--- src/rtl/frac_baud_pkg.sv ---
package frac_baud_pkg;

  // Phase within one tick period: base divisor period, or the extra
  // divisor period inserted when the fractional accumulator wraps.
  typedef enum logic {
    SEG_BASE    = 1'b0,
    SEG_STRETCH = 1'b1
  } seg_e;

endpackage

--- src/rtl/frac_baud_cfg.sv ---
module frac_baud_cfg #(
  parameter int BYTE_W = 8,
  parameter int FRAC_W = 4,
  localparam int DIV_W = 2 * BYTE_W
) (
  input  logic              clk,
  input  logic              rst_n,
  input  logic              load,
  input  logic [BYTE_W-1:0] div_hi,
  input  logic [BYTE_W-1:0] div_lo,
  input  logic [FRAC_W-1:0] mul_in,
  input  logic [FRAC_W-1:0] add_in,
  output logic [DIV_W-1:0]  div_eff,
  output logic [FRAC_W-1:0] mul_eff,
  output logic [FRAC_W-1:0] add_eff,
  output logic              cfg_err
);

  logic [DIV_W-1:0] div_raw;
  logic             pair_bad;

  assign div_raw  = {div_hi, div_lo};
  assign pair_bad = (mul_in == '0) || (add_in >= mul_in);

  // Held copies: pins are looked at only on the load strobe.
  always_ff @(posedge clk) begin
    if (!rst_n) begin
      div_eff <= DIV_W'(1);
      mul_eff <= FRAC_W'(1);
      add_eff <= '0;
      cfg_err <= 1'b0;
    end else if (load) begin
      div_eff <= (div_raw == '0) ? DIV_W'(1) : div_raw;
      cfg_err <= pair_bad;
      mul_eff <= pair_bad ? FRAC_W'(1) : mul_in;
      add_eff <= pair_bad ? '0 : add_in;
    end
  end

endmodule

--- src/rtl/frac_baud_divider.sv ---
module frac_baud_divider #(
  parameter int DIV_W = 16
) (
  input  logic             clk,
  input  logic             rst_n,
  input  logic             restart,
  input  logic [DIV_W-1:0] div_eff,
  output logic [DIV_W-1:0] cnt_q,
  output logic             period_end
);

  assign period_end = (cnt_q == (div_eff - DIV_W'(1)));

  always_ff @(posedge clk) begin
    if (!rst_n || restart) begin
      cnt_q <= '0;
    end else if (period_end) begin
      cnt_q <= '0;
    end else begin
      cnt_q <= cnt_q + DIV_W'(1);
    end
  end

endmodule

--- src/rtl/frac_baud_accum.sv ---
module frac_baud_accum
  import frac_baud_pkg::*;
#(
  parameter int FRAC_W = 4,
  localparam int SUM_W = FRAC_W + 1
) (
  input  logic              clk,
  input  logic              rst_n,
  input  logic              restart,
  input  logic              period_end,
  input  logic [FRAC_W-1:0] mul_eff,
  input  logic [FRAC_W-1:0] add_eff,
  output logic [FRAC_W-1:0] acc_q,
  output logic              fire
);

  seg_e             seg_q;
  logic [SUM_W-1:0] sum;
  logic [SUM_W-1:0] wrapped;
  logic             carry;

  assign sum     = {1'b0, acc_q} + {1'b0, add_eff};
  assign wrapped = sum - {1'b0, mul_eff};
  assign carry   = (add_eff != '0) && (sum >= {1'b0, mul_eff});
  // A tick ends the period unless this base segment is to be stretched.
  assign fire    = period_end && ((seg_q == SEG_STRETCH) || !carry);

  always_ff @(posedge clk) begin
    if (!rst_n || restart) begin
      acc_q <= '0;
      seg_q <= SEG_BASE;
    end else if (period_end) begin
      if (seg_q == SEG_STRETCH) begin
        seg_q <= SEG_BASE;
      end else if (carry) begin
        acc_q <= wrapped[FRAC_W-1:0];
        seg_q <= SEG_STRETCH;
      end else begin
        acc_q <= sum[FRAC_W-1:0];
      end
    end
  end

endmodule

--- src/rtl/frac_baud_gen.sv ---
module frac_baud_gen #(
  parameter int BYTE_W = 8,
  parameter int FRAC_W = 4,
  localparam int DIV_W = 2 * BYTE_W
) (
  input  logic              clk,
  input  logic              rst_n,
  input  logic [BYTE_W-1:0] div_hi,
  input  logic [BYTE_W-1:0] div_lo,
  input  logic [FRAC_W-1:0] mul_in,
  input  logic [FRAC_W-1:0] divadd_in,
  input  logic              load,
  output logic              tick_o,
  output logic              config_error
);

  logic [DIV_W-1:0]  div_eff;
  logic [FRAC_W-1:0] mul_eff;
  logic [FRAC_W-1:0] add_eff;
  logic [DIV_W-1:0]  cnt_q;
  logic [FRAC_W-1:0] acc_q;
  logic              period_end;
  logic              fire;

  frac_baud_cfg #(.BYTE_W(BYTE_W), .FRAC_W(FRAC_W)) u_cfg (
    .clk     (clk),
    .rst_n   (rst_n),
    .load    (load),
    .div_hi  (div_hi),
    .div_lo  (div_lo),
    .mul_in  (mul_in),
    .add_in  (divadd_in),
    .div_eff (div_eff),
    .mul_eff (mul_eff),
    .add_eff (add_eff),
    .cfg_err (config_error)
  );

  frac_baud_divider #(.DIV_W(DIV_W)) u_div (
    .clk        (clk),
    .rst_n      (rst_n),
    .restart    (load),
    .div_eff    (div_eff),
    .cnt_q      (cnt_q),
    .period_end (period_end)
  );

  frac_baud_accum #(.FRAC_W(FRAC_W)) u_acc (
    .clk        (clk),
    .rst_n      (rst_n),
    .restart    (load),
    .period_end (period_end),
    .mul_eff    (mul_eff),
    .add_eff    (add_eff),
    .acc_q      (acc_q),
    .fire       (fire)
  );

  always_ff @(posedge clk) begin
    if (!rst_n || load) begin
      tick_o <= 1'b0;
    end else begin
      tick_o <= fire;
    end
  end

endmodule

--- config.mk ---
export PLATFORM = sky130hd
export DESIGN_NAME = frac_baud_gen
export DESIGN_NICKNAME = d
export VERILOG_FILES = /design/src/rtl/frac_baud_pkg.sv /design/src/rtl/frac_baud_cfg.sv /design/src/rtl/frac_baud_divider.sv /design/src/rtl/frac_baud_accum.sv /design/src/rtl/frac_baud_gen.sv
export SDC_FILE = /design/constraint.sdc
export NUM_CORES = 1
export LEC_CHECK = 0
export CORE_MARGIN = 1.5
export CORE_UTILIZATION = 30
export DETAILED_ROUTE_END_ITERATION = 16
export DONT_BUFFER_PORTS = 1
export PLACE_DENSITY = 0.56
export SLEW_MARGIN = 15
export SYNTH_ARGS = -nofsm -noshare
export SYNTH_HDL_FRONTEND = slang
export SYNTH_SLANG_ARGS = --single-unit
--- constraint.sdc ---
create_clock -name clk -period 3.1 [get_ports clk]
set_clock_uncertainty 0.1 [all_clocks]
set_input_delay 0.62 -clock clk [delete_from_list [all_inputs] [get_ports clk]]
set_output_delay 0.62 -clock clk [all_outputs]
set_load 0.05 [all_outputs]
---- Yosys cells after proc, flatten, opt, wreduce, memory -nomap -nowiden ----
Cells that the tools add are included.
word-level totals
  bits in writable memories ............... 0
  memories ................................ 0
  register bits ........................... 47
  memory bits (read-only) ................. 0
  input bits .............................. 27
  latch bits .............................. 0
  word-level logic and storage cells ...... 34
cells by class
  $lt $le $gt $ge ......................... 2
  multiply operators ...................... 0
  muxes and demuxes ....................... 6
  reduce and logical (&&, ||, !) cells .... 12
  bitwise gates (word level) .............. 1
  $add $sub $neg .......................... 4
  shift operators ......................... 0
  equal/unequal tests ..................... 1
  div/mod/pow operators ................... 0
operators by type and width
  operator               number
  $add 16x1->16 const B  1
  $eq 16x16->1           1
  $logic_not 16->1       1
  $mux 16                1
  $sub 16x1->16 const B  1
  $mux 4                 3
  $add 4x4->5            1
  $ge 5x4->1             1
  $ge 4x4->1             1
  $logic_not 4->1        1
  $reduce_bool 4->1      1
  $sub 4x4->4            1
  $logic_or 1x1->1       3
  $logic_and 1x1->1      2
  $logic_not 1->1        2
  $mux 1                 2
  $reduce_and 2->1       1
  $reduce_or 2->1        1
  $not 1->1              1

---- Longest topological paths before layout ----
Gate-level depths: netlist of the first run.
  depth after elaboration ................. 6
  gate-level depth with buffers ........... 13
  mapped depth without buffers ............ 10

---- Modules after synthesis ----
From an unflattened synthesis of the first run, not the netlist that was laid out.
unflattened totals
  cell total of the unflattened synthesis .. 318
  area total of the unflattened synthesis .. 2895.3 µm²
modules (own cells, without submodules)
  module             seq. area each (µm²)  cells each  area each (µm²)  instances
  frac_baud_divider  320.3                 156         1228.7           1
  frac_baud_cfg      500.5                 103         1094.8           1
  frac_baud_accum    100.1                 57          543.0            1
  frac_baud_gen      20.0                  2           28.8             1

---- Least setup slack after synthesis of the first run ----
OpenSTA, ideal clock, no wires.
  kind .................................... reg-to-reg
  start ................................... register u_cfg.div_eff[6]
  end ..................................... register u_acc.acc_q[2]
  arrival time ............................ 2.837 ns
  setup time .............................. 0.121 ns
  slack ................................... 0.042 ns
  cell stages (with the launch flop) ...... 10
  required time ........................... 2.879 ns
  clock period less this slack ............ 3.058 ns
  buffers on the path ..................... 2
  cells stage by stage .................... dfxtp_1 > buf_6 > or4_4 > buf_6 > or3_1 > or4b_4 > a22oi_2 > nand4b_4 > nor3_4 > mux2_4
between the ends
  word-level cells in the longest chain between the ends .. 3
RTL lines
  element                            RTL line                 RTL
  start: declaration                 frac_baud_cfg.sv:13      output logic [DIV_W-1:0] div_eff,
  start signal: assignment           frac_baud_cfg.sv:33      div_eff <= (div_raw == '0) ? DIV_W'(1) : div_raw;
  $sub 16x1->16                      frac_baud_divider.sv:12  assign period_end = (cnt_q == (div_eff - DIV_W'(1)));
  $eq 16x16->1                       frac_baud_divider.sv:12
  $reduce_and 2->1 (no source line)  n/a
  end signal: assignment             frac_baud_accum.sv:36    acc_q <= wrapped[FRAC_W-1:0];
  end signal: assignment             frac_baud_accum.sv:39    acc_q <= sum[FRAC_W-1:0];
  end: declaration                   frac_baud_accum.sv:13    output logic [FRAC_W-1:0] acc_q,
Every way passes these cells.
A chain may end at the register's enable or synchronous reset.

---- Worst setup path after layout of the first run ----
  start ................................... register u_cfg.add_eff[0]
  end ..................................... register u_acc.acc_q[2]
between the ends
  word-level cells in the longest chain between the ends .. 4
RTL lines
  element                   RTL line               RTL
  start: declaration        frac_baud_cfg.sv:15    output logic [FRAC_W-1:0] add_eff,
  start signal: assignment  frac_baud_cfg.sv:36    add_eff <= pair_bad ? '0 : add_in;
  $add 4x4->5               frac_baud_accum.sv:22  assign sum = {1'b0, acc_q} + {1'b0, add_eff};
  $ge 5x4->1                frac_baud_accum.sv:24  assign carry = (add_eff != '0) && (sum >= {1'b0, mul_eff});
  $logic_and 1x1->1         frac_baud_accum.sv:24
  $mux 4 *                  frac_baud_accum.sv:35  end else if (carry) begin
Mark *: on every way between the ends. The rest lies on a longest branch, timed or not.

==> results.md, run 1 <==
* Iteration count of the initial detailed-routing pass at 4
* Root Driver: sky130_fd_sc_hd__clkbuf_8
* Main combinational cell family by area after synthesis: simple AND/OR/NAND/NOR gates
* Total die area at ~0.010 mm^2
* Sequential share of the synthesized area at 31.73%
* Post-Route Hold Slack at roughly 280 ps
* Leakage power of the design at between 1 and 1.5 nW
* Crit. End Element: flip-flop
* Fraction of layout instances using a drive strength above 1 at a little under a tenth
* Post-synth EDFFs at 0
* Yosys warns at 0
* Worst slack after detailed placement at ~57 ps
* Endpoints failing hold at 0
* Main area contributors after synthesis: sky130_fd_sc_hd__dfxtp_1, sky130_fd_sc_hd__mux2i_1, sky130_fd_sc_hd__xnor2_1
* Maximum clock rate at between 300 and 400 MHz
* Most common library cell in the layout ignoring fill and taps: sky130_fd_sc_hd__dfxtp_1
* Post-detailed-route DRC marker count at 0
* Clock Pin Slew Worst Setup and Hold Paths at approximately 80 ps
* Setup ws final at ~150 ps
* CP max FO at 6
* CTS Buf Count at 5
* Hold Startpoint: rst_n
* Filler cell count in the final layout at approximately 1000
* Global-route wire length before repair at 10.38 mm
* Total placed cells including tap cells at between 400 and 500
* Total number of H-tree levels at 2
* TritonCTS clock tree: done
* Routed Antenna Nets at 0
* Sequential standard cell area at ~940 um^2
* Count of placed standard cells in the final layout, fillers left out at 473
* Reg2Reg Launch Point: u_cfg.add_eff[0]
* XOR/XNOR share of the synthesized area at between 10% and 20%
* Adder-cell area share of the yosys netlist at under 10%
* Core box area at around 0.0097 mm^2
* Origin of the worst setup path: u_cfg.add_eff[0]
* RSZ-0062 raised after global routing: no
* Area fraction in and, or, nand and nor cells after synthesis at 25.11%
* Cell area power density at between 400 and 500 mW/mm^2
* Total negative slack at 0 ps
* Average wire length per cell after detail routing at around 13 um
* Asr flop ratio synth at 0%
* Final setup violation count at 0
* Max-slew violation count at 0
* N_diodes at 0
* Final critical-path share of the clock period at between 90 and 100%
* Pin count of the biggest net entering global routing at 24
* Clock power frac at approximately 33%
* Clock latency on the worst-skew pair at approximately 310 ps
* Post-synthesis instance total at about 340
* Cell Int Power at around 970 uW
* Worst Path Required at 3200 ps
* Logic gate share of total power at roughly 18%
* DRT Wirelength at 6.284 mm
* Worst-margin pin slew at 766.6 ps
* Commonest cells after routing, fill and taps aside: sky130_fd_sc_hd__dfxtp_1, sky130_fd_sc_hd__nor2_1, sky130_fd_sc_hd__xnor2_1, sky130_fd_sc_hd__nand2_1, sky130_fd_sc_hd__mux2i_1
* Number of clock sinks seen by CTS at 47
* Nets at 383
* Max VDD drop at between 0.2 and 0.25 mV
* Synthesized-area fraction occupied by ao, oa, aoi and oai cells at 12.28%
* Net Switching at approximately 350 uW
* Cell row count at 36
* Global route overflow at 0
* Nets in the synthesized netlist at 382
* Avg Inst Size Synth at 8.747 um^2
* Total chip power at 1.319 mW
* HP Class: primary input to flip-flop
* Number of violations reported at the end of detailed-routing iteration 0 at 66
* I/O Pins at 29
* Initial standard-cell utilization of the core at a little under a third
* Overall global routing resource usage at about an eighth
* Sort of element at the start of the critical path: flip-flop
* Maximum Capacitance Violations at 0
* Via density at ~4.9
* Multi-input logic area at roughly 0.0019 mm^2
* Combined area of all synthesized cells at between 0.002 and 0.003 mm^2
* Period minus WS final at between 2000 and 3000 ps
* Detailed-placement wirelength estimate at between 4 and 5 mm
* Area share of the leading cell type in the synthesized netlist at 31.73%
* Startpoint-to-endpoint class of the critical path: flip-flop to flip-flop
* Post-synthesis to final-layout area growth at 9.620%
* Switching power share of the total at between 20% and 30%
* Primary FF master, synth: sky130_fd_sc_hd__dfxtp_1
* Cell type with the highest aggregate area in the netlist: sky130_fd_sc_hd__dfxtp_1
* Total of flip-flops plus latches after synthesis at 47
* Seq pwr share at between 40% and 50%
* Yosys cell types at 54
* Final weighted congestion in routability-driven placement at roughly 0.86
* Outcome: finished clean
* Total via count in the routed design at around 2300
* Number of global-route vias before repair at about 2200
* Worst slew margin at 48.65%
* Number of buffers inserted by port buffering at 0
* Mux cell area share after synthesis at under 10%
* Initial antenna violation count at 0
* Die width at about 100 um
* Die span in y at between 100 and 150 um
* Arrival time of the worst setup path at ~3100 ps
* Max Buffers Root-to-Sink at 2
[power groups by stage]
stage	clock, mW	sequential [mW]	combinational, mW
2_1_floorplan	0	0.657	0.193
3_3_place_gp	0	0.662	0.226
3_5_place_dp	0	0.663	0.230
4_1_cts	0.449	0.649	0.231
5_1_grt	0.474	0.653	0.260
6_report	0.439	0.649	0.231
[area by class of cell]
class | instances | share of cell area, %
Timing Repair Buffer | 13 | 3.002
Clock buffer | 6 | 2.232
Inverter | 15 | 1.732
Sequential cell | 47 | 28.95
Tap cell | 133 | 5.119
Clock inverter | 1 | 0.9238
Multi-Input combinational cell | 258 | 58.04
[worst paths after layout]
| path | end | slack (ps) | cells after the start |
|---|---|---|---|
| setup reg to reg | u_acc.acc_q[2] | 150 | 10 |
| hold reg to reg | u_acc.acc_q[3] | 380 | 2 |
| hold / removal | u_cfg.div_eff[0] | 280 | 1 |
| setup / recovery | u_acc.acc_q[2] | 150 | 10 |
[metrics by stage]
| stage | util, % | instance area (um^2) |
|---|---|---|
| after CTS | 33.48 | 3242 |
| after detailed placement | 32.42 | 3139 |
| after global routing | 33.57 | 3251 |
| after floorplan | - | 2965 |
| after global placement | 32.42 | 3139 |
| final | 33.57 | 3251 |
[worst max-delay path, stage by stage, from the launching register on]
cell and delay, ps:
sky130_fd_sc_hd__dfxtp_1 340, sky130_fd_sc_hd__ha_1 230, sky130_fd_sc_hd__fa_1 560, sky130_fd_sc_hd__ha_1 260, sky130_fd_sc_hd__nor2b_1 130, sky130_fd_sc_hd__o21a_1 170, sky130_fd_sc_hd__o21ai_0 190, sky130_fd_sc_hd__a41o_2 330
sky130_fd_sc_hd__mux2i_1 210, sky130_fd_sc_hd__nor2b_1 60, sky130_fd_sc_hd__mux2_4 250
[cell usage after synthesis, types with 3 or more instances]
cell,number
sky130_fd_sc_hd__dfxtp_1,47
sky130_fd_sc_hd__o21ai_0,9
sky130_fd_sc_hd__nand2_1,23
sky130_fd_sc_hd__clkbuf_1,14
sky130_fd_sc_hd__a21oi_1,6
sky130_fd_sc_hd__mux2i_1,21
sky130_fd_sc_hd__nand4_1,5
sky130_fd_sc_hd__a31oi_1,4
sky130_fd_sc_hd__and3_1,4
sky130_fd_sc_hd__nor2_1,31
sky130_fd_sc_hd__nand3_1,6
sky130_fd_sc_hd__or4_1,3
sky130_fd_sc_hd__nor3_1,4
sky130_fd_sc_hd__xor2_1,12
sky130_fd_sc_hd__or3_1,5
sky130_fd_sc_hd__ha_1,14
sky130_fd_sc_hd__nor2b_1,19
sky130_fd_sc_hd__a21o_1,4
sky130_fd_sc_hd__and2_1,6
sky130_fd_sc_hd__inv_1,15
sky130_fd_sc_hd__xnor2_1,23
sky130_fd_sc_hd__a22o_1,6
sky130_fd_sc_hd__nand2b_1,4
sky130_fd_sc_hd__nor4_1,13
sky130_fd_sc_hd__o41ai_1,3
[sequential cells by signal, summed over array words and instances, names as in the netlist]
register       cells
u_cfg.mul_eff      4
u_acc.seg_q        1
u_cfg.div_eff     16
u_div.cnt_q       16
u_acc.acc_q        4
u_cfg.cfg_err      1
u_cfg.add_eff      4
tick_o             1
[routing by layer]
| layer | share of wire, % | GRT usage (%) | vias to the layer above |
|---|---|---|---|
| li1 | - | - | 1191 |
| met1 | 49 | 16.59 | 1071 |
| met2 | 46 | 20.53 | 37 |
| met3 | 3.5 | 3.283 | 6 |
| met4 | 1.7 | 4.847 | 0 |
| met5 | 0 | 0 | - |
[cell families (layout without fill, tap and decap cells)]
group | count (synthesis) | in the layout
buffers and inverters | 34 | 35
AND/OR/NAND/NOR | 133 | 133
multiplexers | 24 | 24
XOR/XNOR | 35 | 35
flip-flops | 47 | 47
adder cells (fa/ha/maj) | 16 | 16
AO/OA/AOI/OAI | 50 | 50
[what timing repair did]
action,in CTS,in global routing
buffers inserted,0,0
endpoints found under the setup margin,0,19
resized for setup,0,2
hold buffers,0,0
Note: power is estimated with default switching activity, not from simulation.
==> run 2, diff against run 1 <==
--- a/config.mk
+++ b/config.mk
@@ -10,4 +10,5 @@
 export DETAILED_ROUTE_END_ITERATION = 16
 export DONT_BUFFER_PORTS = 1
+export GPL_TIMING_DRIVEN = 0
 export PLACE_DENSITY = 0.56
 export SLEW_MARGIN = 15
==> constraint.sdc (replaced) <==
create_clock -name clk -period 3.1 [get_ports clk]
set_clock_uncertainty 0.1 [all_clocks]
set_input_delay 0.155 -clock clk [delete_from_list [all_inputs] [get_ports clk]]
set_output_delay 0.155 -clock clk [all_outputs]
set_load 0.05 [all_outputs]
==> results.md, run 2 (synthesized netlist as in run 1, its figures left out) <==
* Outcome: complete, but fails checks
* Failing checks: setup timing
* Most common library cell in the layout ignoring fill and taps: sky130_fd_sc_hd__dfxtp_1
* Global route overflow at 0 (unchanged)
* Largest registers in the final layout: u_cfg.div_eff (16), u_div.cnt_q (16)
* Worst slack after detailed placement at -360.5 ps (-417.1 ps)
* RSZ-0062 raised after global routing: yes
* Pin count of the biggest net entering global routing at 15 (-38%)
* Number of global-route vias before repair at 2337 (+6.0%)
* Cell area power density at 407.7 mW/mm^2 (+0.48%)
* Commonest cells after routing, fill and taps aside: sky130_fd_sc_hd__dfxtp_1, sky130_fd_sc_hd__nor2_1, sky130_fd_sc_hd__dlygate4sd3_1, sky130_fd_sc_hd__xnor2_1, sky130_fd_sc_hd__nand2_1
* Root Driver: sky130_fd_sc_hd__clkbuf_8
* Clock latency on the worst-skew pair at 310 ps (about the same)
* DRT Wirelength at 6.858 mm (+9.1%)
* HP Class: primary input to flip-flop
* Post-detailed-route DRC marker count at 0 (unchanged)
* Final critical-path share of the clock period at 100.3% (+5.1 points)
* Total placed cells including tap cells at 472 (+1.3%)
* Die span in y at 102.4 um (unchanged)
* Number of buffers inserted by port buffering at 0 (unchanged)
* Clock Pin Slew Worst Setup and Hold Paths at 90 ps (about the same)
* Final weighted congestion in routability-driven placement at 0.8002 (-6.6%)
* Endpoints failing hold at 0 (unchanged)
* Worst Path Required at 3210 ps (about the same)
* Initial standard-cell utilization of the core at 30.62% (unchanged)
* Worst slew margin at 52.31% (+3.7 points)
* N_diodes at 0 (unchanged)
* Total die area at 0.01049 mm^2 (unchanged)
* Sequential standard cell area at 950.9 um^2 (+1.1%)
* Sort of element at the start of the critical path: flip-flop
* Maximum Capacitance Violations at 0 (unchanged)
* Post-synthesis to final-layout area growth at 21.39%
* CTS Buf Count at 5 (unchanged)
* Crit path largest cell delay at 560 ps (about the same)
* Detailed-placement wirelength estimate at 4.951 mm (+0.71%)
* Worst-margin pin slew at 715.3 ps (-51.34 ps)
* Leakage power of the design at 1.373 nW (+9.6%)
* Crit-path slowest cell: sky130_fd_sc_hd__or4_4
* Count of placed standard cells in the final layout, fillers left out at 507 (+7.2%)
* Die width at 102.4 um (unchanged)
* TritonCTS clock tree: done
* Crit path cell chain: or4_4, buf_4, nor4b_2, nand2_1, nor4_1, a31oi_2, nor3_4, mux2_4
* Iteration count of the initial detailed-routing pass at 4 (unchanged)
* Multi-input logic area at 0.001933 mm^2 (+2.5%)
* Fraction of layout instances using a drive strength above 1 at 10.96% (+1.6 points)
* Via density at 4.986 (+2.3%)
* Routed Antenna Nets at 0 (unchanged)
* Core box area at 0.009684 mm^2 (unchanged)
* Total via count in the routed design at 2528 (+9.7%)
* Initial antenna violation count at 0 (unchanged)
* Cell row count at 36 (unchanged)
* Average wire length per cell after detail routing at 13.53 um (+1.8%)
* Overall global routing resource usage at 13.66% (+0.83 points)
* Total chip power at 1.468 mW (+11%)
* Global-route wire length before repair at 11.10 mm (+6.9%)
* Period minus WS final at 3111 ps (+158.1 ps)
* Arrival time of the worst setup path at 3220 ps (+170 ps)
* I/O Pins at 29 (unchanged)
* Max VDD drop at 0.2751 mV (+12%)
* Total number of H-tree levels at 2 (unchanged)
* Max-slew violation count at 0 (unchanged)
* Crit. End Element: flip-flop
* Number of clock sinks seen by CTS at 47 (unchanged)
* Setup ws final at -10.83 ps (-158.1 ps)
* Max Buffers Root-to-Sink at 2 (unchanged)
* Post-route cell area at 0.003600 mm^2 (+11%)
* Cell area reported after detailed placement at 0.003132 mm^2 (-0.24%)
* Flop-to-flop setup slack at -10 ps (-160 ps)
* Startpoint-to-endpoint class of the critical path: flip-flop to flip-flop
* Nets at 416 (+8.6%)
* CP max FO at 5 (-1)
* Final setup violation count at 2 (+2)
* Number of violations reported at the end of detailed-routing iteration 0 at 69 (+4.5%)
* Filler cell count in the final layout at 994 (-3.2%)
* Maximum clock rate at 321.5 MHz (-5.1%)
## run 2: cell types whose count changed in the layout (fill, tap and decap cells not counted), sizes merged
cell | before | now
buf | 13 | 11
dlygate4sd3 | 0 | 24
clkbuf | 6 | 17
bufinv | 1 | 2
## run 2: critical path: cells and delay by family (launching register included)
family / cells / cell delay [ps]
compound gates: 1 / 180
mux: 1 / 330
buf+inv: 1 / 160
flops: 1 / 360
simple gates: 5 / 1870
## run 2: stage by stage
stage               setup TNS (ps)  hold WS, ps  util, %
finish                      -10.83        63.96    37.17
global route                -718.3        108.1    37.17
CTS                              0        60.71    36.54
detailed placement           -5329        185.3    32.34
global placement             -4276        181.7    32.34
floorplan                        0        180.7        -
## run 2: layout make-up
cell class	count	area share, %
multi-input combinational	258	53.70
sequential	47	26.42
timing repair buffer	31	8.133
tap	133	4.623
clock buffer	6	2.016
buffer	15	1.877
clock inverter	2	1.668
inverter	15	1.564
## run 2: metal layers
layer | GRT usage, % | up-vias | wire, um
li1 | - | 1260 | -
met1 | 17.90 | 1212 | 3242
met2 | 21.85 | 50 | 3233
met3 | 3.010 | 6 | 262
met4 | 5.374 | 0 | 119
met5 | 0 | - | 0
## run 2: power breakdown
group	switching, mW	total, mW	internal [mW]	leakage, nW
combinational	0.134	0.273	0.139	0.923
clock	0.218	0.540	0.322	0.0654
sequential	0.0305	0.654	0.624	0.385
total	0.383	1.47	1.08	1.37
## run 2: path summary, 6_finish.rpt
| kind | startpoint | endpoint | depth (start not counted) |
|---|---|---|---|
| min | mul_in[0] | u_cfg.cfg_err | 3 |
| min reg2reg | u_acc.acc_q[3] | u_acc.acc_q[3] | 2 |
| max | u_cfg.div_eff[5] | u_acc.acc_q[2] | 8 |
| max reg2reg | u_cfg.div_eff[5] | u_acc.acc_q[2] | 8 |
## run 2: timing repair
action                     CTS  global route
setup endpoints to repair   21            14
resized for setup            7            10
setup buffers                4             3
pin swaps                    3             3
cloned                       0             0
hold endpoints to repair    24             0
hold buffers                24             0
==> run 3, diff against run 2 <==
CORE_UTILIZATION = 50   (was 30)
PLACE_DENSITY = 0.79   (was 0.56)
==> results.md, run 3 (synthesized netlist as in run 1, its figures left out) <==
* N_diodes at 0 (unchanged)
* Root Driver: sky130_fd_sc_hd__clkbuf_8
* Final weighted congestion in routability-driven placement at 0.8416 (+5.2%)
* Max Buffers Root-to-Sink at 2 (unchanged)
* Leakage power of the design at 1.381 nW (+0.56%)
* Number of global-route vias before repair at 2517 (+7.7%)
* Total number of H-tree levels at 2 (unchanged)
* Most common library cell in the layout ignoring fill and taps: sky130_fd_sc_hd__dfxtp_1
* Outcome: finished clean
* Global-route wire length before repair at 11.66 mm (+5.1%)
* Pin count of the biggest net entering global routing at 15 (unchanged)
* Cell area power density at 413.0 mW/mm^2 (+1.3%)
* Average wire length per cell after detail routing at 15.53 um (+15%)
* Post-detailed-route DRC marker count at 0 (unchanged)
* Largest registers in the final layout: u_cfg.div_eff (16), u_div.cnt_q (16)
* Clock Pin Slew Worst Setup and Hold Paths at 90 ps (about the same)
* Max VDD drop at 0.3359 mV (+22%)
* Total via count in the routed design at 2550 (+0.87%)
* Worst slew margin at 52.54% (+0.23 points)
* Fraction of layout instances using a drive strength above 1 at 11.73% (+0.77 points)
* Initial standard-cell utilization of the core at 52.88% (+22 points)
* Worst-margin pin slew at 711.9 ps (-3.425 ps)
* CTS Buf Count at 5 (unchanged)
* Worst Path Required at 3190 ps (-20 ps)
* Final Core Density at 63.14% (+26 points)
* CP max FO at 6 (+1)
* Count of placed standard cells in the final layout, fillers left out at 447 (-12%)
* Worst slack after detailed placement at -362.0 ps (-1.551 ps)
* Total die area at 0.006402 mm^2 (-39%)
* Routed Antenna Nets at 0 (unchanged)
* Global route overflow at 0 (unchanged)
* Commonest cells after routing, fill and taps aside: sky130_fd_sc_hd__dfxtp_1, sky130_fd_sc_hd__nor2_1, sky130_fd_sc_hd__xnor2_1, sky130_fd_sc_hd__nand2_1, sky130_fd_sc_hd__dlygate4sd3_1
* Post-synthesis to final-layout area growth at 19.41%
* I/O Pins at 29 (unchanged)
* Detailed-placement wirelength estimate at 4.707 mm (-4.9%)
* Endpoints failing hold at 0 (unchanged)
* Final setup violation count at 0 (-2)
* Total placed cells including tap cells at 411 (-13%)
* TritonCTS clock tree: done
* Overall global routing resource usage at 23.33% (+9.7 points)
* Nets at 417 (+0.24%)
* Crit. End Element: flip-flop
* Startpoint-to-endpoint class of the critical path: flip-flop to flip-flop
* Die span in y at 80.01 um (-22%)
* Number of clock sinks seen by CTS at 47 (unchanged)
* Sort of element at the start of the critical path: flip-flop
* Setup ws final at 72.97 ps (+83.80 ps)
* Cell row count at 27 (-25%)
* HP Class: primary input to flip-flop
* Maximum Capacitance Violations at 0 (unchanged)
* Period minus WS final at 3027 ps (-83.80 ps)
* Final critical-path share of the clock period at 97.65% (-2.7 points)
* Initial antenna violation count at 0 (unchanged)
* Maximum clock rate at 330.4 MHz (+2.8%)
* Number of violations reported at the end of detailed-routing iteration 0 at 124 (+80%)
* DRT Wirelength at 6.942 mm (+1.2%)
* Arrival time of the worst setup path at 3120 ps (-100 ps)
* Iteration count of the initial detailed-routing pass at 5 (+1)
* Via density at 5.705 (+14%)
* Die width at 80.01 um (-22%)
* Clock latency on the worst-skew pair at 300 ps (about the same)
* Core box area at 0.005608 mm^2 (-42%)
* Max-slew violation count at 0 (unchanged)
* Number of buffers inserted by port buffering at 0 (unchanged)
[run 3: critical path, cell delays in order (launching register included)]
cell	delay, ps
sky130_fd_sc_hd__dfxtp_1	390
sky130_fd_sc_hd__or4_4	560
sky130_fd_sc_hd__or3_4	400
sky130_fd_sc_hd__or4b_4	500
sky130_fd_sc_hd__a22oi_2	250
sky130_fd_sc_hd__nand4b_4	180
sky130_fd_sc_hd__nor3_4	210
sky130_fd_sc_hd__mux2_4	320
[run 3: path summary, 6_finish.rpt]
kind	start	end	slack, ps	cells after the start
setup / recovery	u_cfg.div_eff[7]	u_acc.acc_q[2]	70	7
hold / removal	mul_in[2]	u_cfg.mul_eff[2]	50	3
setup reg to reg	u_cfg.div_eff[7]	u_acc.acc_q[2]	70	7
hold reg to reg	u_acc.acc_q[0]	u_acc.acc_q[0]	360	2
[run 3: final cells by class]
class | instances | area [um^2]
inverters | 15 | 56.30
well taps | 72 | 90.09
multi-input cells | 258 | 1942
flip-flops and latches | 47 | 947.2
repair buffers | 33 | 309.0
clock inverters | 2 | 60.06
fillers | 458 | 2067
plain buffers | 14 | 63.81
clock buffers | 6 | 72.57
[run 3: repair_timing]
action                                  4_1_cts  5_1_grt
setup buffers                                 3        7
endpoints found under the setup margin       21       15
pin swaps                                     2        6
resized for setup                             7       11
hold buffers                                 23        0
hold endpoints to repair                     23        0
[run 3: where the power goes]
| part | leakage (nW) | internal, mW | total [mW] | switching, mW |
|---|---|---|---|---|
| clock | 0.0654 | 0.322 | 0.525 | 0.202 |
| combinational | 0.931 | 0.143 | 0.283 | 0.140 |
| sequential | 0.384 | 0.624 | 0.655 | 0.0302 |
| total | 1.38 | 1.09 | 1.46 | 0.373 |
[run 3: metal layers]
metal  vias up  GRT usage [%]  share of wire (%)
met5         -              0                  0
met4         0          6.207                1.2
met3        14          4.229                4.9
met2        80          40.50                 49
met1      1194          29.47                 44
li1       1262              -                  -
[run 3: metrics by stage]
step,cell area [um^2],hold slack (ps),setup TNS [ps],power [mW]
final,3541,49.18,0,1.462
after detailed placement,3055,183.7,-4705,0.8946
after CTS,3451,45.50,0,1.441
after global placement,3055,181.9,-3674,0.8859
after floorplan,2965,180.7,0,0.8499
after global routing,3541,63.86,-0.6926,1.519
